[src/rtl/i2c_bt_pkg.sv]
`timescale 1ns/1ps
package i2c_bt_pkg;

  typedef enum logic [2:0] {
    OP_START   = 3'd0,
    OP_RESTART = 3'd1,
    OP_WRITE   = 3'd2,
    OP_READ    = 3'd3,
    OP_STOP    = 3'd4
  } bt_op_e;

  typedef enum logic [2:0] {
    PH_IDLE,
    PH_HOLD,
    PH_SETUP,
    PH_RISE,
    PH_HIGH,
    PH_TAIL,
    PH_FREE
  } bt_phase_e;

  // cycles SDA is held after SCL is pulled low
  localparam int unsigned HOLD_CYC = 3;

endpackage

[src/rtl/i2c_bt_period.sv]
`timescale 1ns/1ps
module i2c_bt_period #(
  parameter int unsigned PER_W   = 9,
  parameter int unsigned MIN_PER = 28,
  parameter int unsigned MAX_PER = 256
) (
  input  logic [PER_W-1:0] per_cfg,
  output logic [PER_W-1:0] per_eff,
  output logic [PER_W-1:0] half_hi,
  output logic [PER_W-1:0] half_lo
);

  localparam logic [PER_W-1:0] MIN_V = PER_W'(MIN_PER);
  localparam logic [PER_W-1:0] MAX_V = PER_W'(MAX_PER);

  always_comb begin
    if (per_cfg < MIN_V) begin
      per_eff = MIN_V;
    end else if (per_cfg > MAX_V) begin
      per_eff = MAX_V;
    end else begin
      per_eff = per_cfg;
    end
    half_hi = per_eff >> 1;
    half_lo = per_eff - half_hi;   // odd remainder lands in the low half
  end

endmodule

[src/rtl/i2c_bt_sync.sv]
`timescale 1ns/1ps
module i2c_bt_sync #(
  parameter int unsigned STAGES = 2,
  parameter int unsigned WIDTH  = 2
) (
  input  logic             clk,
  input  logic             rst_n,
  input  logic [WIDTH-1:0] d_in,
  output logic [WIDTH-1:0] d_out
);

  for (genvar g = 0; g < WIDTH; g++) begin : g_bit
    logic [STAGES-1:0] sh_q;
    always_ff @(posedge clk or negedge rst_n) begin
      if (!rst_n) begin
        sh_q <= '1;                       // idle bus reads high
      end else begin
        sh_q <= {sh_q[STAGES-2:0], d_in[g]};
      end
    end
    assign d_out[g] = sh_q[STAGES-1];
  end

endmodule

[src/rtl/i2c_bt_seq.sv]
`timescale 1ns/1ps
module i2c_bt_seq
  import i2c_bt_pkg::*;
#(
  parameter int unsigned PER_W       = 9,
  parameter int unsigned SYNC_STAGES = 2
) (
  input  logic             clk,
  input  logic             rst_n,
  input  logic             cmd_valid,
  output logic             cmd_ready,
  input  logic [2:0]       cmd_op,
  input  logic             cmd_wdata,
  input  logic [PER_W-1:0] per_eff,
  input  logic [PER_W-1:0] half_hi,
  input  logic [PER_W-1:0] half_lo,
  input  logic             scl_s,
  input  logic             sda_s,
  output logic             scl_oe,
  output logic             sda_oe,
  output logic             rsp_valid,
  output logic             rsp_rdata,
  output bt_phase_e        phase,
  output bt_op_e           op_cur
);

  // release-to-counter latency: output register plus synchronizer stages
  localparam int unsigned LAT = SYNC_STAGES + 1;

  bt_phase_e        phase_q, phase_d;
  bt_op_e           op_q, op_d;
  logic [PER_W-1:0] cnt_q, cnt_d;
  logic             scl_q, scl_d;
  logic             sda_q, sda_d;
  logic             wbit_q, wbit_d;
  logic             done_q, done_d;
  logic             rd_q, rd_d;
  logic [PER_W-1:0] high_len;
  logic [PER_W-1:0] sample_at;
  logic             cnt_zero;

  assign cnt_zero  = (cnt_q == '0);
  assign sample_at = half_hi - (half_hi >> 1) - PER_W'(SYNC_STAGES);

  always_comb begin
    case (op_q)
      OP_RESTART: high_len = per_eff;
      OP_STOP:    high_len = half_hi + PER_W'(2);
      default:    high_len = half_hi;
    endcase
  end

  always_comb begin
    phase_d = phase_q;
    op_d    = op_q;
    cnt_d   = cnt_zero ? cnt_q : cnt_q - PER_W'(1);
    scl_d   = scl_q;
    sda_d   = sda_q;
    wbit_d  = wbit_q;
    done_d  = 1'b0;
    rd_d    = rd_q;
    case (phase_q)
      PH_IDLE: begin
        if (cmd_valid) begin
          wbit_d = cmd_wdata;
          case (cmd_op)
            OP_START: begin
              op_d    = OP_START;
              sda_d   = 1'b1;
              phase_d = PH_TAIL;
              cnt_d   = half_hi - PER_W'(2);
            end
            OP_RESTART, OP_WRITE, OP_READ, OP_STOP: begin
              op_d    = bt_op_e'(cmd_op);
              phase_d = PH_HOLD;
              cnt_d   = PER_W'(HOLD_CYC - 1);
            end
            default: done_d = 1'b1;
          endcase
        end
      end
      PH_HOLD: begin
        if (cnt_zero) begin
          case (op_q)
            OP_WRITE: sda_d = ~wbit_q;
            OP_STOP:  sda_d = 1'b1;
            default:  sda_d = 1'b0;
          endcase
          phase_d = PH_SETUP;
          cnt_d   = half_lo - PER_W'(HOLD_CYC + 1);
        end
      end
      PH_SETUP: begin
        if (cnt_zero) begin
          scl_d   = 1'b0;
          phase_d = PH_RISE;
        end
      end
      PH_RISE: begin
        if (scl_s) begin
          phase_d = PH_HIGH;
          cnt_d   = high_len - PER_W'(LAT + 1);
        end
      end
      PH_HIGH: begin
        if ((op_q == OP_READ) && (cnt_q == sample_at)) begin
          rd_d = sda_s;
        end
        if (cnt_zero) begin
          case (op_q)
            OP_RESTART: begin
              sda_d   = 1'b1;
              phase_d = PH_TAIL;
              cnt_d   = half_hi - PER_W'(2);
            end
            OP_STOP: begin
              sda_d   = 1'b0;
              phase_d = PH_FREE;
              cnt_d   = half_hi - PER_W'(2);
            end
            default: begin
              scl_d   = 1'b1;
              done_d  = 1'b1;
              phase_d = PH_IDLE;
            end
          endcase
        end
      end
      PH_TAIL: begin
        if (cnt_zero) begin
          scl_d   = 1'b1;
          done_d  = 1'b1;
          phase_d = PH_IDLE;
        end
      end
      PH_FREE: begin
        if (cnt_zero) begin
          done_d  = 1'b1;
          phase_d = PH_IDLE;
        end
      end
      default: phase_d = PH_IDLE;
    endcase
  end

  always_ff @(posedge clk or negedge rst_n) begin
    if (!rst_n) begin
      phase_q <= PH_IDLE;
      op_q    <= OP_START;
      cnt_q   <= '0;
      scl_q   <= 1'b0;
      sda_q   <= 1'b0;
      wbit_q  <= 1'b0;
      done_q  <= 1'b0;
      rd_q    <= 1'b0;
    end else begin
      phase_q <= phase_d;
      op_q    <= op_d;
      cnt_q   <= cnt_d;
      scl_q   <= scl_d;
      sda_q   <= sda_d;
      wbit_q  <= wbit_d;
      done_q  <= done_d;
      rd_q    <= rd_d;
    end
  end

  assign cmd_ready = (phase_q == PH_IDLE);
  assign scl_oe    = scl_q;
  assign sda_oe    = sda_q;
  assign rsp_valid = done_q;
  assign rsp_rdata = rd_q;
  assign phase     = phase_q;
  assign op_cur    = op_q;

endmodule

[src/rtl/i2c_bit_timer.sv]
`timescale 1ns/1ps
module i2c_bit_timer
  import i2c_bt_pkg::*;
#(
  parameter int unsigned PER_W       = 9,
  parameter int unsigned MIN_PER     = 28,
  parameter int unsigned MAX_PER     = 256,
  parameter int unsigned SYNC_STAGES = 2
) (
  input  logic             clk,
  input  logic             rst_n,
  input  logic [PER_W-1:0] per_cfg,
  input  logic             cmd_valid,
  output logic             cmd_ready,
  input  logic [2:0]       cmd_op,
  input  logic             cmd_wdata,
  output logic             rsp_valid,
  output logic             rsp_rdata,
  input  logic             scl_in,
  input  logic             sda_in,
  output logic             scl_oe,
  output logic             sda_oe
);

  logic [1:0]       rst_pipe_q;
  logic             rst_int_n;
  logic [PER_W-1:0] per_eff_w, half_hi_w, half_lo_w;
  logic [1:0]       line_s;
  logic             scl_s, sda_s;
  bt_phase_e        phase_w;
  bt_op_e           op_w;

  // asynchronous assert, synchronous release
  always_ff @(posedge clk or negedge rst_n) begin
    if (!rst_n) begin
      rst_pipe_q <= '0;
    end else begin
      rst_pipe_q <= {rst_pipe_q[0], 1'b1};
    end
  end
  assign rst_int_n = rst_pipe_q[1];

  i2c_bt_period #(
    .PER_W  (PER_W),
    .MIN_PER(MIN_PER),
    .MAX_PER(MAX_PER)
  ) u_period (
    .per_cfg(per_cfg),
    .per_eff(per_eff_w),
    .half_hi(half_hi_w),
    .half_lo(half_lo_w)
  );

  i2c_bt_sync #(
    .STAGES(SYNC_STAGES),
    .WIDTH (2)
  ) u_sync (
    .clk  (clk),
    .rst_n(rst_int_n),
    .d_in ({sda_in, scl_in}),
    .d_out(line_s)
  );
  assign scl_s = line_s[0];
  assign sda_s = line_s[1];

  i2c_bt_seq #(
    .PER_W      (PER_W),
    .SYNC_STAGES(SYNC_STAGES)
  ) u_seq (
    .clk      (clk),
    .rst_n    (rst_int_n),
    .cmd_valid(cmd_valid),
    .cmd_ready(cmd_ready),
    .cmd_op   (cmd_op),
    .cmd_wdata(cmd_wdata),
    .per_eff  (per_eff_w),
    .half_hi  (half_hi_w),
    .half_lo  (half_lo_w),
    .scl_s    (scl_s),
    .sda_s    (sda_s),
    .scl_oe   (scl_oe),
    .sda_oe   (sda_oe),
    .rsp_valid(rsp_valid),
    .rsp_rdata(rsp_rdata),
    .phase    (phase_w),
    .op_cur   (op_w)
  );

endmodule

[config.mk]
export PLATFORM = sky130hd
export DESIGN_NAME = i2c_bit_timer
export DESIGN_NICKNAME = d
export VERILOG_FILES = /design/src/rtl/i2c_bt_pkg.sv /design/src/rtl/i2c_bt_period.sv /design/src/rtl/i2c_bt_sync.sv /design/src/rtl/i2c_bt_seq.sv /design/src/rtl/i2c_bit_timer.sv
export SDC_FILE = /design/constraint.sdc
export NUM_CORES = 1
export LEC_CHECK = 0
export ABC_AREA = 1
export BUFFER_PORTS_ARGS = -buffer_cell sky130_fd_sc_hd__clkbuf_2
export CAP_MARGIN = 5
export CORE_AREA = 4 4 93 95
export DETAILED_ROUTE_END_ITERATION = 7
export DIE_AREA = 0 0 97 99
export GPL_ROUTABILITY_DRIVEN = 1
export PLACE_DENSITY = 0.65
export SLEW_MARGIN = 20
export SYNTH_ARGS = -nofsm -noshare
export SYNTH_HDL_FRONTEND = slang
export SYNTH_HIERARCHICAL = 1
export SYNTH_SLANG_ARGS = --single-unit
[constraint.sdc]
create_clock -name clk -period 1.3 [get_ports clk]
set_input_delay 0 -clock clk [delete_from_list [all_inputs] [get_ports clk]]
set_output_delay 0 -clock clk [all_outputs]
set_load 0.03 [all_outputs]
== Yosys cells after proc, flatten, opt, wreduce, memory -nomap -nowiden ==
Index checks and enable logic that the tools add are counted.

* Bitwise operators: 1
* Magnitude comparators: 2
* Add/subtract/negate cells: 8
* Reductions and logical operators: 17
* Equal/unequal tests: 26
* Mux-type cells: 39

{| class="wikitable"
|+ Operators by type and width
! cell !! number
|-
| 2-to-1 mux 9 bit || 8
|-
| case mux 9 bit (2 select lines) || 2
|-
| case mux 9 bit (4 select lines) || 1
|-
| equality test 3 x 2 -> 1 bit (second input constant) || 6
|-
| 2-to-1 mux 3 bit || 6
|-
| case mux 3 bit (2 select lines) || 3
|-
| case mux 3 bit (6 select lines) || 1
|-
| subtractor 9 x 3 -> 9 bit (second input constant) || 2
|-
| equality test 3 bit (second input constant) || 5
|-
| != test 2 x 1 -> 1 bit (second input constant) || 7
|-
| 2-to-1 mux 1 bit || 13
|-
| adder 8 x 2 -> 9 bit (second input constant) || 1
|-
| equality test 3 x 1 -> 1 bit (second input constant) || 3
|-
| equality test 9 bit || 1
|-
| > comparator 9 bit (second input constant) || 1
|-
| logical NOT 9 bit || 1
|-
| less-than comparator 9 x 5 -> 1 bit (second input constant) || 1
|-
| case mux 1 bit (3 select lines) || 3
|-
| subtractor 8 x 2 -> 9 bit (second input constant) || 1
|-
| subtractor 8 x 7 -> 9 bit || 1
|-
| subtractor 9 x 1 -> 9 bit (second input constant) || 1
|-
| subtractor 9 x 2 -> 9 bit (second input constant) || 1
|-
| subtractor 9 x 8 -> 9 bit || 1
|-
| AND reduction 7 bit || 1
|-
| 15 further kinds || 22
|}

* Output and inout port bits: 5
* Bits of input ports: 18
* Word-level logic and storage cells: 104
* Bits in registers: 26

== Depth between registers and ports, before layout ==
Gate-level depths: netlist of the first run.

* Depth after elaboration: 8
* Gate-level depth with buffers: 21
* Mapped depth without buffers: 21

== Hierarchy ==
The synthesis of the first run kept the hierarchy.

{| class="wikitable"
|+ Modules (own cells, without submodules)
! module !! sequential area each (µm²) !! times used !! area each (µm²) !! cells an instance
|-
| i2c_bt_seq || 500.5 || 1 || 2954.1 || 466
|-
| i2c_bt_period || 0.0 || 1 || 614.3 || 119
|-
| i2c_bt_sync || 105.1 || 1 || 120.1 || 6
|-
| i2c_bit_timer || 50.0 || 1 || 53.8 || 3
|}

== Worst setup path before layout of the first run ==
No wires, ideal clock.

* Path kind: input-to-reg
* From: input per_cfg[5]
* To: register u_seq.rd_q (netlist: u_seq/rsp_rdata)
* Library setup time: 0.113 ns
* Path buffers: 0
* Data required time: 1.187 ns
* Path slack: -1.352 ns
* Arrival time: 2.539 ns
* Cell stages on the path: 16
* Cells stage by stage: nor2_1 > nand3_2 > o21ai_0 > inv_1 > ha_1 > ha_1 > fa_1 > xor2_1 > nor2_1 > nand3_1 > nor2_1 > nand2_1 > nor3_1 > nand4_1 > nand2_1 > inv_1

* Longest elaborated chain between the ends: 8
* Elaborated cells between the ends (all ways): 9
* Those cells by class: add/sub (2); order compare (2); eq/ne (1); mux (2); reduce/logical (2)

{| class="wikitable"
|+ RTL lines
! element !! RTL line !! RTL
|-
| from (decl) || i2c_bit_timer.sv:12 || <nowiki>input logic [PER_W-1:0] per_cfg,</nowiki>
|-
| > comparator 9 bit || i2c_bt_period.sv:19 || <nowiki>end else if (per_cfg > MAX_V) begin</nowiki>
|-
| 2-to-1 mux 9 bit || i2c_bt_period.sv:19 ||
|-
| 2-to-1 mux 9 bit (*) || i2c_bt_period.sv:17 || <nowiki>if (per_cfg < MIN_V) begin</nowiki>
|-
| via half_hi_w[2] || i2c_bit_timer.sv:27 || <nowiki>logic [PER_W-1:0] per_eff_w, half_hi_w, half_lo_w;</nowiki>
|-
| subtractor 8 x 7 -> 9 bit (*) || i2c_bt_seq.sv:43 || <nowiki>assign sample_at = half_hi - (half_hi >> 1) - PER_W'(SYNC_STAGES);</nowiki>
|-
| subtractor 9 x 2 -> 9 bit (*) || i2c_bt_seq.sv:43 ||
|-
| equality test 9 bit (*) || i2c_bt_seq.sv:106 || <nowiki>if ((op_q == OP_READ) && (cnt_q == sample_at)) begin</nowiki>
|-
| logical AND 1 bit (*) || i2c_bt_seq.sv:106 ||
|-
| AND reduction 2 bit (no source line) (*) || - ||
|-
| to (signal assigned) || i2c_bt_seq.sv:164 || <nowiki>rd_q <= rd_d;</nowiki>
|-
| to (decl) || i2c_bt_seq.sv:37 || <nowiki>logic rd_q, rd_d;</nowiki>
|}

Mark *: on every way through the listed nets, which the timed path passes. The rest lies on a longest branch.
A chain may end at the register's enable or synchronous reset.

== Worst setup path after layout of the first run ==
* From: input per_cfg[6]
* To: register u_seq.cnt_q[8]

* Elaborated cells between the ends (all ways): 17
* Those cells by class: add/sub (5); order compare (2); mux (10)

{| class="wikitable"
|+ RTL lines
! element !! RTL line !! RTL
|-
| > comparator 9 bit || i2c_bt_period.sv:19 ||
|-
| 2-to-1 mux 9 bit || i2c_bt_period.sv:19 ||
|-
| 2-to-1 mux 9 bit (*) || i2c_bt_period.sv:17 ||
|-
| subtractor 9 x 8 -> 9 bit (*) || i2c_bt_period.sv:25 || <nowiki>half_lo = per_eff - half_hi;</nowiki>
|-
| via half_lo_w[4] || i2c_bit_timer.sv:27 ||
|-
| subtractor 9 x 3 -> 9 bit (*) || i2c_bt_seq.sv:90 || <nowiki>cnt_d = half_lo - PER_W'(HOLD_CYC + 1);</nowiki>
|-
| 2-to-1 mux 9 bit (*) || i2c_bt_seq.sv:83 || <nowiki>if (cnt_zero) begin</nowiki>
|-
| case mux 9 bit (4 select lines) (*) || i2c_bt_seq.sv:62 || <nowiki>case (phase_q)</nowiki>
|-
| via u_seq.cnt_d[8] || i2c_bt_seq.sv:32 || <nowiki>logic [PER_W-1:0] cnt_q, cnt_d;</nowiki>
|-
| to (signal assigned) || i2c_bt_seq.sv:159 || <nowiki>cnt_q <= cnt_d;</nowiki>
|-
| to (decl) || i2c_bt_seq.sv:32 ||
|}

Marks and branches as above.

==> summary.log, run 1 <==
[placed_design] Setup WS pre-CTS -1.39 ns
[pwr] total power after layout 10.5 mW
[floorplanning] I/O pin count 23
[placed_design] DPL Wire Length 9910 um
[yosys] Seq/Total Area, Yosys 17.5%
[worst_setup_path] depth of the worst register-to-register path 11
[global_routing] number of global-route vias before repair 4398
[pwr] PwrDens 1760 nW/um^2
[routing] Via-to-Cell Ratio 5.22
[global_routing] pin count of the biggest net entering global routing 25
[yosys] netlist area before placement 3740 um^2
[sta] final hold vios 0
[pwr] relative contribution of the clock network to total power 6.5%
[worst_setup_path] Worst path max stage delay 0.37 ns
[floorplanning] Die Footprint 9600 um^2
[yosys] number of register bits inferred by synthesis 26
[yosys] count of different cell masters after synthesis 42
[yosys] synthesized area divided by synthesized cell count 6.30 um^2
[sta] portion of the clock cycle consumed by the worst path in the final layout 176%
[worst_setup_path] Critical Path Start per_cfg[6]
[hold_path] number of instances on the worst hold path 3
[routing] average wire per standard cell 14.6 um
[yosys] Post-synth top flop dfrtp_1
[cts] clock tree from TritonCTS built
[layout] share of cells above drive strength 1 44.8%
[layout] Antenna diodes 0
[yosys] combinational family with the most area after synthesis simple AND/OR/NAND/NOR gates
[cts] TritonCTS Sinks 26
[routing] DRT iter0 DRCs 231
[yosys] share of synthesized flip-flops with an asynchronous set or reset 100%
[flow_run] Max-Cap Viols 0
[worst_setup_path] Buffers & Inverters on Critical Path 3
[hold_path] min-delay worst type primary input to flop
[pwr] Peak supply drop 0.00126 V
[sta] # setup viols final 21
[floorplanning] Die Span Y 99 um
[run_status] failing checks negative setup slack
[yosys] XOR/XNOR share of the synthesized area 6.32%
[floorplanning] horizontal extent of the die 97 um
[sta] Total Neg Setup Slack -9.37 ns
[worst_setup_path] worst-path maximum fanout 3
[sta] final setup slack of the worst path -0.989 ns
[floorplanning] std cell rows 32
[pwr] logic gate share of total power 80.2%
[worst_setup_path] number of stages on the worst setup path 19
[cts] clock latency at the later pin of the worst-skew pair 0.27 ns
[worst_setup_path] beginning of the worst register-to-register path u_seq/op_cur[0]
[sta] final period demand of the worst path 2.29 ns
[layout] number of nets in the layout 822
[worst_setup_path] Critical Path Sink Type flop
[yosys] warning count from the yosys run 6
[floorplanning] Starting Density 48.4%
[floorplanning] area of the core region 7730 um^2
[pwr] internal portion of total power 5.39 mW
[yosys] proportion of netlist area held by the largest area contributor 15.5%
[sta] RSZ-0062 raised after global routing yes
[worst_setup_path] element type at the critical path start primary input
[routing] drt pass-1 iters 5
[layout] Syn-to-layout area delta 59.1%
[worst_setup_path] CP Cell Sequence buf_8, nor2_4, nand3_2, o21ai_4, buf_6, nand3_2, ha_2, fa_2, inv_2, nand2_2, nand2_2, xor2_2, or2_4, nor3_2, nand2_1, xor2_2, o22ai_1, nor2_1, nand3_1
[sta] FMAX 437 MHz
[placed_design] last weighted congestion value of the routability-driven placer 0.951
[pwr] net switching share of the total power 48.5%
[sta] Worst Skew 0.00364 ns
[yosys] Post-Synthesis Net Count 653
[yosys] commonest cells in the netlist 155 x nand2_1, 88 x inv_1, 54 x nor2_1
[pwr] Static Leakage 2.97 nW
[global_routing] global-route usage over all layers 26.2%
[worst_setup_path] class of the most critical setup path primary input to flop
[sta] max-slew violation total from the final report 0
[global_routing] number of antenna violations at the first check in global routing 0
[global_routing] first-pass GRT wire length 21100 um
[yosys] number of synthesized flops with an enable pin 0
[yosys] basic-gate share of the synthesized area counting and, or, nand and nor cells 38.2%
[routing] antenna-violating nets left 0
[hold_path] start point of the worst min-delay path cmd_op[0]
[routing] overall routed net length 12600 um
[yosys] leading post-synthesis cells by cell area nand2_1 16%, dfrtp_1 15%, ha_1 13%, inv_1 8.8%, nand3_1 7.0%
[worst_setup_path] data required time at the worst endpoint 1.46 ns
[yosys] complex-gate fraction of the synthesized area 10.7%
[cts] number of H-tree levels 1
[placed_design] PortBufs 22
[routing] total vias in the final route 4511
[pwr] portion of total power attributed to sequential cells 13.3%
[global_routing] Remaining Overflow, GRT 0
[worst_setup_path] family with the most delay on the worst path simple AND/OR/NAND/NOR gates
[layout] final standard cell utilization of the core 77.1%
[routing] drc violations 0
[worst_setup_path] arrival time at the worst endpoint 2.45 ns
[yosys] most common cell in the netlist nand2_1
[cts] root buffer cell clkbuf_8
[cts] maximum clock insertion buffer count 2
[yosys] Syn Inst Count 594
[yosys] fraction of synthesized area in multiplexers 0.267%
[run_status] outcome complete, but fails checks
[yosys] biggest area consumer among synthesized cells nand2_1
[worst_setup_path] critical-path cell with the highest stage delay fa_2
[yosys] synthesized-area fraction occupied by adder cells 14.1%
[pwr] NetSw 5.08 mW
[cts] number of buffers created by CTS 3
[cts] clock transition at the register clock pins on the worst setup and hold paths after CTS 0.09 ns
-- metal layers --
metal | part of all wire, % | GRT usage (%)
met1 | 43 | 33.8
met2 | 49 | 46.4
met3 | 4.8 | 3.68
met4 | 2.6 | 6.48
met5 | 0 | 0
-- kinds of logic after synthesis --
family / Yosys count
simple gates: 314
buf+inv: 114
mux: 1
compound gates: 69
other cells: 2
fa+ha+maj: 41
flops: 26
xor+xnor: 27
-- worst paths after layout --
check	slack [ns]	end
worst max-delay path	-0.99	u_seq/cnt_q[8]
worst min-delay path	0.007	u_seq/op_cur[0]
worst max register to register	-0.60	u_seq/cnt_q[8]
worst min register to register	0.24	u_seq/cnt_q[4]
max in group asynchronous	0.77	u_sync/g_bit[1].sh_q[1]
min in group asynchronous	0.03	rst_pipe_q[0]
-- power by group through the flow --
stage | clock network, mW | registers, mW | logic, mW
after floorplan | 0 | 1.46 | 3.85
after global placement | 0 | 1.34 | 6.79
after detailed placement | 0 | 1.35 | 6.91
after CTS | 0.693 | 1.36 | 7.68
after global routing | 0.735 | 1.44 | 9.14
final | 0.681 | 1.40 | 8.39
-- per-stage QoR --
step | area [um^2] | hold slack (ns) | cells
final | 5960 | 0.00681 | 864
after global routing | 5960 | 0.0324 | 864
after CTS | 5650 | 0.00944 | 857
after detailed placement | 5080 | -0.212 | 842
after global placement | 5080 | -0.213 | 842
after floorplan | 3910 | -0.296 | 594
-- timing repair --
item                                   CTS  global route
endpoints found under the hold margin    6             0
setup buffers                            7            10
resized for setup                       95            68
pin swaps                               42            42
setup endpoints to repair               21            21
hold buffers                             5             0
-- sequential cells by signal, summed over array words and instances, names as in the netlist --
name,flops
u_sync/g_bit.sh_q,4
u_seq/op_cur,3
rst_pipe_q,2
u_seq/sda_oe,1
u_seq/cnt_q,9
u_seq/rsp_valid,1
u_seq/wbit_q,1
u_seq/scl_oe,1
u_seq/phase,3
u_seq/rsp_rdata,1
-- cells in the final DEF, fill, tap and decap left out, drive strengths merged, types with 16 or more instances in the layout --
cell    count
dfrtp      22
nor2       67
buf       154
nand4      16
nand2     159
o21ai      33
nand3      56
inv       100
a21oi      16
xor2       22
ha         39
clkbuf     22
-- tightest hold or removal path: stages --
cell	delay (ns)
clkbuf_2	0.12
nand3_2	0.08
o21ai_1	0.05
-- area by class of cell --
| class | instances | area (um^2) |
|---|---|---|
| clock inverter | 1 | 30.0 |
| tap | 102 | 128 |
| multi-input combinational | 454 | 3290 |
| clock buffer | 3 | 41.3 |
| timing repair buffer | 178 | 1410 |
| fill | 551 | 1770 |
| inverter | 100 | 390 |
| sequential | 26 | 659 |
Note: power is estimated with default switching activity, not from simulation.
==> run 2, diff against run 1 <==
Settings changed: CORE_AREA 4 4 93 95 to 2 2 91 93, DIE_AREA 0 0 97 99 to 0 0 93 95, RECOVER_POWER set to 25.
==> summary.log, run 2 (same netlist as run 1, synthesis figures left out) <==
[layout] share of cells above drive strength 1 40.0% [was 44.8%]
[worst_setup_path] arrival time at the worst endpoint 2.51 ns [was 2.45 ns]
[layout] commonest cells after routing, fill and taps aside 131 x nand2_1, 115 x buf_4, 72 x inv_1 [was 128 x buf_4, 126 x nand2_1, 70 x inv_1]
[worst_setup_path] CP Cell Sequence buf_8, nor2_4, nand3_2, o21ai_4, buf_6, nand3_4, ha_4, fa_2, inv_2, nand2_2, nand2_4, xor2_4, nor2_2, nand2_2, nor3_4, xor2_1, nand2_1, nand2_1, a21oi_2, nand4_1 [was buf_8, nor2_4, nand3_2, o21ai_4, buf_6, nand3_2, ha_2, fa_2, inv_2, nand2_2, nand2_2, xor2_2, or2_4, nor3_2, nand2_1, xor2_2, o22ai_1, nor2_1, nand3_1]
[cts] clock latency at the later pin of the worst-skew pair 0.28 ns [was 0.27 ns]
[hold_path] min-delay worst type primary input to flop [unchanged]
[sta] final period demand of the worst path 2.38 ns [was 2.29 ns]
[floorplanning] horizontal extent of the die 93 um [was 97 um]
[worst_setup_path] Critical Path Sink Type flop [unchanged]
[hold_path] start point of the worst min-delay path cmd_op[0] [unchanged]
[layout] Largest regs u_seq/cnt_q x9, u_sync/g_bit.sh_q x4 [unchanged]
[cts] clock transition at the register clock pins on the worst setup and hold paths after CTS 0.09 ns [about the same]
[routing] average wire per standard cell 14.9 um [was 14.6 um]
[sta] RSZ-0062 raised after global routing yes [unchanged]
[placed_design] DPL Wire Length 9460 um [was 9910 um]
[worst_setup_path] data required time at the worst endpoint 1.44 ns [was 1.46 ns]
[worst_setup_path] class of the most critical setup path primary input to flop [unchanged]
[cts] number of buffers created by CTS 3 [unchanged]
[sta] final setup slack of the worst path -1.08 ns [was -0.989 ns]
[pwr] PwrDens 1770 nW/um^2 [was 1760 nW/um^2]
[routing] drt pass-1 iters 5 [unchanged]
[layout] Antenna diodes 0 [unchanged]
[run_status] outcome complete, but fails checks [unchanged]
[routing] total vias in the final route 4530 [was 4511]
[hold_path] number of instances on the worst hold path 3 [unchanged]
[cts] root buffer cell clkbuf_8 [unchanged]
[hold_path] hold worst-path end u_seq/op_cur[0] [unchanged]
[placed_design] Setup WS pre-CTS -1.26 ns [was -1.39 ns]
[sta] FMAX 421 MHz [was 437 MHz]
[sta] # setup viols final 21 [unchanged]
[global_routing] number of antenna violations at the first check in global routing 0 [unchanged]
[routing] drc violations 0 [unchanged]
[worst_setup_path] element type at the critical path start primary input [unchanged]
[layout] number of flip-flops in the largest register 9 [unchanged]
[worst_setup_path] family with the most delay on the worst path simple AND/OR/NAND/NOR gates [unchanged]
[sta] portion of the clock cycle consumed by the worst path in the final layout 183% [was 176%]
[layout] number of nets in the layout 815 [was 822]
[floorplanning] Starting Density 47.2% [was 48.4%]
[routing] antenna-violating nets left 0 [unchanged]
[layout] Syn-to-layout area delta 53.5% [was 59.1%]
[floorplanning] Die Span Y 95 um [was 99 um]
[flow_run] Max-Cap Viols 0 [unchanged]
[floorplanning] I/O pin count 23 [unchanged]
[worst_setup_path] Worst path max stage delay 0.40 ns [was 0.37 ns]
[cts] TritonCTS Sinks 26 [unchanged]
[placed_design] last weighted congestion value of the routability-driven placer 0.944 [was 0.951]
[cts] clock tree from TritonCTS built [unchanged]
[global_routing] first-pass GRT wire length 19400 um [was 21100 um]
[floorplanning] Die Footprint 8840 um^2 [was 9600 um^2]
[layout] most frequent standard cell in the layout excluding fill and tap cells nand2_1 [was buf_4]
[worst_setup_path] worst flop-to-flop path endpoint u_seq/cnt_q[4] [was u_seq/cnt_q[8]]
[pwr] Static Leakage 2.92 nW [was 2.97 nW]
[worst_setup_path] critical-path cell with the highest stage delay fa_2 [unchanged]
[worst_setup_path] depth of the worst register-to-register path 10 [was 11]
[floorplanning] std cell rows 33 [was 32]
[placed_design] PortBufs 22 [unchanged]
[global_routing] pin count of the biggest net entering global routing 16 [was 25]
[worst_setup_path] Buffers & Inverters on Critical Path 3 [unchanged]
[sta] max-slew violation total from the final report 0 [unchanged]
[worst_setup_path] worst-path maximum fanout 4 [was 3]
[floorplanning] area of the core region 7930 um^2 [was 7730 um^2]
[worst_setup_path] slack of the worst reg-to-reg path -0.69 ns [was -0.60 ns]
[routing] overall routed net length 12800 um [was 12600 um]
[routing] Via-to-Cell Ratio 5.27 [was 5.22]
[layout] Biggest register u_seq/cnt_q [unchanged]
[cts] maximum clock insertion buffer count 2 [unchanged]
[global_routing] number of global-route vias before repair 4259 [was 4398]
[worst_setup_path] beginning of the worst register-to-register path u_seq/op_cur[2] [was u_seq/op_cur[0]]
[cts] number of H-tree levels 1 [unchanged]
[global_routing] Remaining Overflow, GRT 0 [unchanged]
[pwr] Peak supply drop 0.00121 V [was 0.00126 V]
[sta] Worst Skew 0.00600 ns [was 0.00364 ns]
[run_status] failing checks negative setup slack [unchanged]
[layout] final standard cell utilization of the core 72.4% [was 77.1%]
[sta] final hold vios 0 [unchanged]
[global_routing] global-route usage over all layers 27.5% [was 26.2%]
[routing] DRT iter0 DRCs 299 [was 231]
run 2: cell types whose count changed in the layout (fill, tap and decap cells not counted), sizes merged:
| cell | before | now |
|---|---|---|
| buf | 154 | 148 |
| dlygate4sd3 | 5 | 4 |
run 2: what timing repair did:
item	CTS	global route
buffers inserted	27	10
endpoints found under the hold margin	5	0
pin swaps	30	44
setup endpoints to repair	18	21
gates resized for setup	57	76
hold buffers	4	0
run 2: power by group:
group / internal [mW] / switching, mW / total [mW]
combinational: 3.64 / 4.44 / 8.08
sequential: 1.11 / 0.281 / 1.39
clock: 0.413 / 0.285 / 0.698
run 2: layout make-up:
type | instances | area (um^2)
Multi-Input combinational cell | 454 | 3110
Fill cell | 632 | 2180
Timing Repair Buffer | 171 | 1390
Sequential cell | 26 | 658
Inverter | 100 | 385
Tap cell | 105 | 131
Clock buffer | 3 | 41.3
Clock inverter | 1 | 30.0
run 2: worst min-delay path, stage by stage:
cell	delay [ns]
clkbuf_2	0.11
nand3_1	0.08
o21ai_1	0.06
run 2: through the flow:
step                power (mW)  setup TNS [ns]  area [um^2]  cells  hold WS (ns)
global route              10.9          -11.42         5740    860        0.0226
global placement          7.88          -11.11         4960    829        -0.215
CTS                       9.39           -8.51         5460    856        0.0205
floorplan                 5.31           -7.15         3910    594        -0.296
finish                    10.2           -9.10         5740    860       0.00201
detailed placement        8.03          -11.64         4960    829        -0.211
run 2: worst max-delay path by stage:
stage	startpoint	end	slack [ns]	cells after the start
floorplan	per_cfg[5]	u_seq/rsp_rdata	-1.06	19
global placement	per_cfg[5]	u_seq/rsp_rdata	-1.19	20
detailed placement	per_cfg[5]	u_seq/rsp_rdata	-1.26	20
CTS	per_cfg[5]	u_seq/rsp_rdata	-0.90	18
global route	per_cfg[6]	u_seq/cnt_q[7]	-1.27	20
finish	per_cfg[6]	u_seq/cnt_q[7]	-1.08	20
run 2: per-layer routing:
layer | up-vias | wire length (um) | share of wire, % | track usage [%]
li1 | 2223 | - | - | -
met3 | 61 | 572 | 4.5 | 3.43
met5 | - | 0 | 0 | 0
met1 | 2094 | 5420 | 42 | 34.2
met4 | 0 | 638 | 5.0 | 7.60
met2 | 152 | 6210 | 48 | 50.1
==> run 3, diff against run 2 <==
Settings changed: BUFFER_PORTS_ARGS -buffer_cell sky130_fd_sc_hd__clkbuf_2 to -buffer_cell sky130_fd_sc_hd__buf_2, HOLD_SLACK_MARGIN set to 0.02.
==> summary.log, run 3 (same netlist as run 1, synthesis figures left out) <==
[worst_setup_path] Worst path max stage delay 0.44 ns [was 0.40 ns]
[layout] Largest regs u_seq/cnt_q x9, u_sync/g_bit.sh_q x4 [unchanged]
[worst_setup_path] arrival time at the worst endpoint 2.40 ns [was 2.51 ns]
[cts] number of H-tree levels 1 [unchanged]
[layout] commonest cells after routing, fill and taps aside 128 x buf_4, 126 x nand2_1, 75 x inv_1 [was 131 x nand2_1, 115 x buf_4, 72 x inv_1]
[sta] portion of the clock cycle consumed by the worst path in the final layout 170% [was 183%]
[layout] number of nets in the layout 819 [was 815]
[pwr] net switching share of the total power 48.6% [was 49.2%]
[cts] clock tree from TritonCTS built [unchanged]
[run_status] failing checks negative setup slack [unchanged]
[worst_setup_path] CP Cell Sequence buf_8, nor2_4, nand3_2, o21ai_4, inv_2, nor2_4, inv_2, ha_4, inv_2, ha_4, fa_2, xor2_1, nor2_1, nand3_1, nor2_1, nand2_1, nor3_2, nand4_1, nand2_1, inv_1 [was buf_8, nor2_4, nand3_2, o21ai_4, buf_6, nand3_4, ha_4, fa_2, inv_2, nand2_2, nand2_4, xor2_4, nor2_2, nand2_2, nor3_4, xor2_1, nand2_1, nand2_1, a21oi_2, nand4_1]
[placed_design] DPL Wire Length 9500 um [was 9460 um]
[layout] filler cell count in the final layout 632 [unchanged]
[placed_design] # placed instances 833 [was 829]
[sta] final hold vios 0 [unchanged]
[worst_setup_path] element type at the critical path start primary input [unchanged]
[global_routing] global-route usage over all layers 27.6% [was 27.5%]
[sta] RSZ-0062 raised after global routing yes [unchanged]
[sta] FMAX 451 MHz [was 421 MHz]
[worst_setup_path] depth of the worst register-to-register path 11 [was 10]
[worst_setup_path] slack of the worst reg-to-reg path -0.63 ns [was -0.69 ns]
[pwr] Peak supply drop 0.00128 V [was 0.00121 V]
[floorplanning] Die Footprint 8840 um^2 [unchanged]
[pwr] PwrDens 1800 nW/um^2 [was 1770 nW/um^2]
[routing] overall routed net length 12600 um [was 12800 um]
[hold_path] start point of the worst min-delay path cmd_op[2] [was cmd_op[0]]
[global_routing] number of global-route vias before repair 4208 [was 4259]
[placed_design] PortBufs 22 [unchanged]
[pwr] logic gate share of total power 80.4% [was 79.5%]
[worst_setup_path] worst-path maximum fanout 4 [unchanged]
[sta] worst hold-check slack 0.0435 ns [was 0.00201 ns]
[worst_setup_path] beginning of the worst register-to-register path u_seq/op_cur[0] [was u_seq/op_cur[2]]
[worst_setup_path] class of the most critical setup path primary input to flop [unchanged]
[routing] DRT iter0 DRCs 296 [was 299]
[floorplanning] area of the core region 7930 um^2 [unchanged]
[routing] drc violations 0 [unchanged]
[sta] Worst Skew 0.00195 ns [was 0.00600 ns]
[routing] detailed-routed wire length on met2 6090 um [was 6210 um]
[floorplanning] Starting Density 47.2% [unchanged]
[floorplanning] std cell rows 33 [unchanged]
[routing] uppermost routed layer met4 [unchanged]
[worst_setup_path] Critical Path Sink Type flop [unchanged]
[global_routing] pin count of the biggest net entering global routing 25 [was 16]
[routing] wire length on met1 5410 um [was 5420 um]
[layout] Syn-to-layout area delta 54.2% [was 53.5%]
[global_routing] Remaining Overflow, GRT 0 [unchanged]
[floorplanning] horizontal extent of the die 93 um [unchanged]
[floorplanning] Die Span Y 95 um [unchanged]
[cts] TritonCTS Sinks 26 [unchanged]
[sta] headroom to the max-slew limit 58.2%
[layout] most frequent standard cell in the layout excluding fill and tap cells buf_4 [was nand2_1]
[layout] area used by multi-input combinational logic 3160 um^2 [was 3110 um^2]
[placed_design] Setup WS pre-CTS -1.31 ns [was -1.26 ns]
[hold_path] min-delay worst type primary input to flop [unchanged]
[worst_setup_path] family with the most delay on the worst path simple AND/OR/NAND/NOR gates [unchanged]
[routing] average wire per standard cell 14.6 um [was 14.9 um]
[worst_setup_path] critical-path cell with the highest stage delay fa_2 [unchanged]
[layout] non-filler instance count after layout 864 [was 860]
[global_routing] number of antenna violations at the first check in global routing 0 [unchanged]
[flow_run] Max-Cap Viols 0 [unchanged]
[global_routing] first-pass GRT wire length 19500 um [was 19400 um]
[layout] share of cells above drive strength 1 41.6% [was 40.0%]
[pwr] NetSw 5.04 mW [was 5.01 mW]
[placed_design] last weighted congestion value of the routability-driven placer 1.00 [was 0.944]
[layout] number of flip-flops in the largest register 9 [unchanged]
[cts] maximum clock insertion buffer count 2 [unchanged]
[routing] drt pass-1 iters 5 [unchanged]
[worst_setup_path] data required time at the worst endpoint 1.48 ns [was 1.44 ns]
[pwr] relative contribution of the clock network to total power 6.7% [was 6.9%]
[routing] antenna-violating nets left 0 [unchanged]
[hold_path] number of instances on the worst hold path 3 [unchanged]
[worst_setup_path] library cell appearing most often on the critical path inv_2
[worst_setup_path] worst flop-to-flop path endpoint u_seq/cnt_q[8] [was u_seq/cnt_q[4]]
[routing] total vias in the final route 4470 [was 4530]
[cts] number of buffers created by CTS 3 [unchanged]
[sta] final period demand of the worst path 2.22 ns [was 2.38 ns]
[pwr] Static Leakage 2.92 nW [about the same]
[layout] Biggest register u_seq/cnt_q [unchanged]
[pwr] internal portion of total power 5.32 mW [was 5.16 mW]
[layout] footprint of the flip-flops and latches 657 um^2 [was 658 um^2]
[routing] Via-to-Cell Ratio 5.17 [was 5.27]
[cts] clock transition at the register clock pins on the worst setup and hold paths after CTS 0.10 ns [was 0.09 ns]
[cts] root buffer cell clkbuf_8 [unchanged]
[sta] final setup slack of the worst path -0.916 ns [was -1.08 ns]
[worst_setup_path] Buffers & Inverters on Critical Path 5 [was 3]
[sta] Worst Max-Slew Pin Slew 0.626 ns
[sta] max-slew violation total from the final report 0 [unchanged]
[routing] detailed-routed wire length on met3 664 um [was 572 um]
[layout] Antenna diodes 0 [unchanged]
[pwr] portion of total power attributed to sequential cells 12.9% [was 13.7%]
[cts] clock latency at the later pin of the worst-skew pair 0.28 ns [about the same]
[sta] # setup viols final 20 [was 21]
[hold_path] hold worst-path end u_seq/op_cur[2] [was u_seq/op_cur[0]]
[floorplanning] I/O pin count 23 [unchanged]
[run_status] outcome complete, but fails checks [unchanged]
==> run 3: changes by cell type in the layout (fill, tap and decap cells not counted), sizes merged <==
cell	before	now
buf	148	167
clkbuf	22	4
dlygate4sd3	4	7
==> run 3: worst min-delay path, cell delays in order <==
cell	delay (ns)
buf_2	0.12
nand4_1	0.08
o21ai_1	0.07
==> run 3: power by group through the flow <==
stage	Combinational [mW]	Sequential, mW	Clock, mW
2_1_floorplan	3.85	1.46	0
3_3_place_gp	6.71	1.33	0
3_5_place_dp	6.83	1.35	0
4_1_cts	7.58	1.34	0.701
5_1_grt	9.01	1.37	0.728
6_report	8.33	1.34	0.696
==> run 3: layout make-up <==
cell class	instances	share of cell area, %
inverters	100	6.50
clock buffers	3	0.716
repair buffers	175	23.9
well taps	105	2.28
flip-flops and latches	26	11.4
clock inverters	1	0.520
multi-input cells	454	54.7
==> run 3: worst max-delay path by stage <==
stage	depth (start not counted)	to	from	slack, ns
4_1_cts	20	u_seq/rsp_rdata	per_cfg[6]	-0.93
2_1_floorplan	19	u_seq/rsp_rdata	per_cfg[5]	-1.06
5_1_grt	20	u_seq/rsp_rdata	per_cfg[5]	-1.08
3_3_place_gp	20	u_seq/rsp_rdata	per_cfg[5]	-1.23
6_report	20	u_seq/rsp_rdata	per_cfg[5]	-0.92
3_5_place_dp	19	u_seq/cnt_q[8]	per_cfg[5]	-1.31
==> run 3: per-stage QoR <==
step | cell area, um^2 | TNS, ns | total power, mW | utilization (%)
after floorplan | 3910 | -7.15 | 5.31 | -
after global placement | 5020 | -11.34 | 8.05 | 63.3
after detailed placement | 5020 | -12.28 | 8.17 | 63.3
after CTS | 5520 | -8.21 | 9.61 | 69.6
after global routing | 5770 | -10.89 | 11.1 | 72.8
final | 5770 | -8.93 | 10.4 | 72.8
==> run 3: metal layers <==
metal / global-route usage, % / vias up
met5: 0 / -
met2: 47.5 / 143
met4: 8.70 / 0
met1: 35.7 / 2058
li1: - / 2234
met3: 3.83 / 35
==> run 3: repair_timing <==
item,4_1_cts,5_1_grt
resized for setup,64,52
setup buffers,18,5
endpoints found under the hold margin,7,0
endpoints found under the setup margin,21,21
pin swaps,44,25
hold buffers,7,0
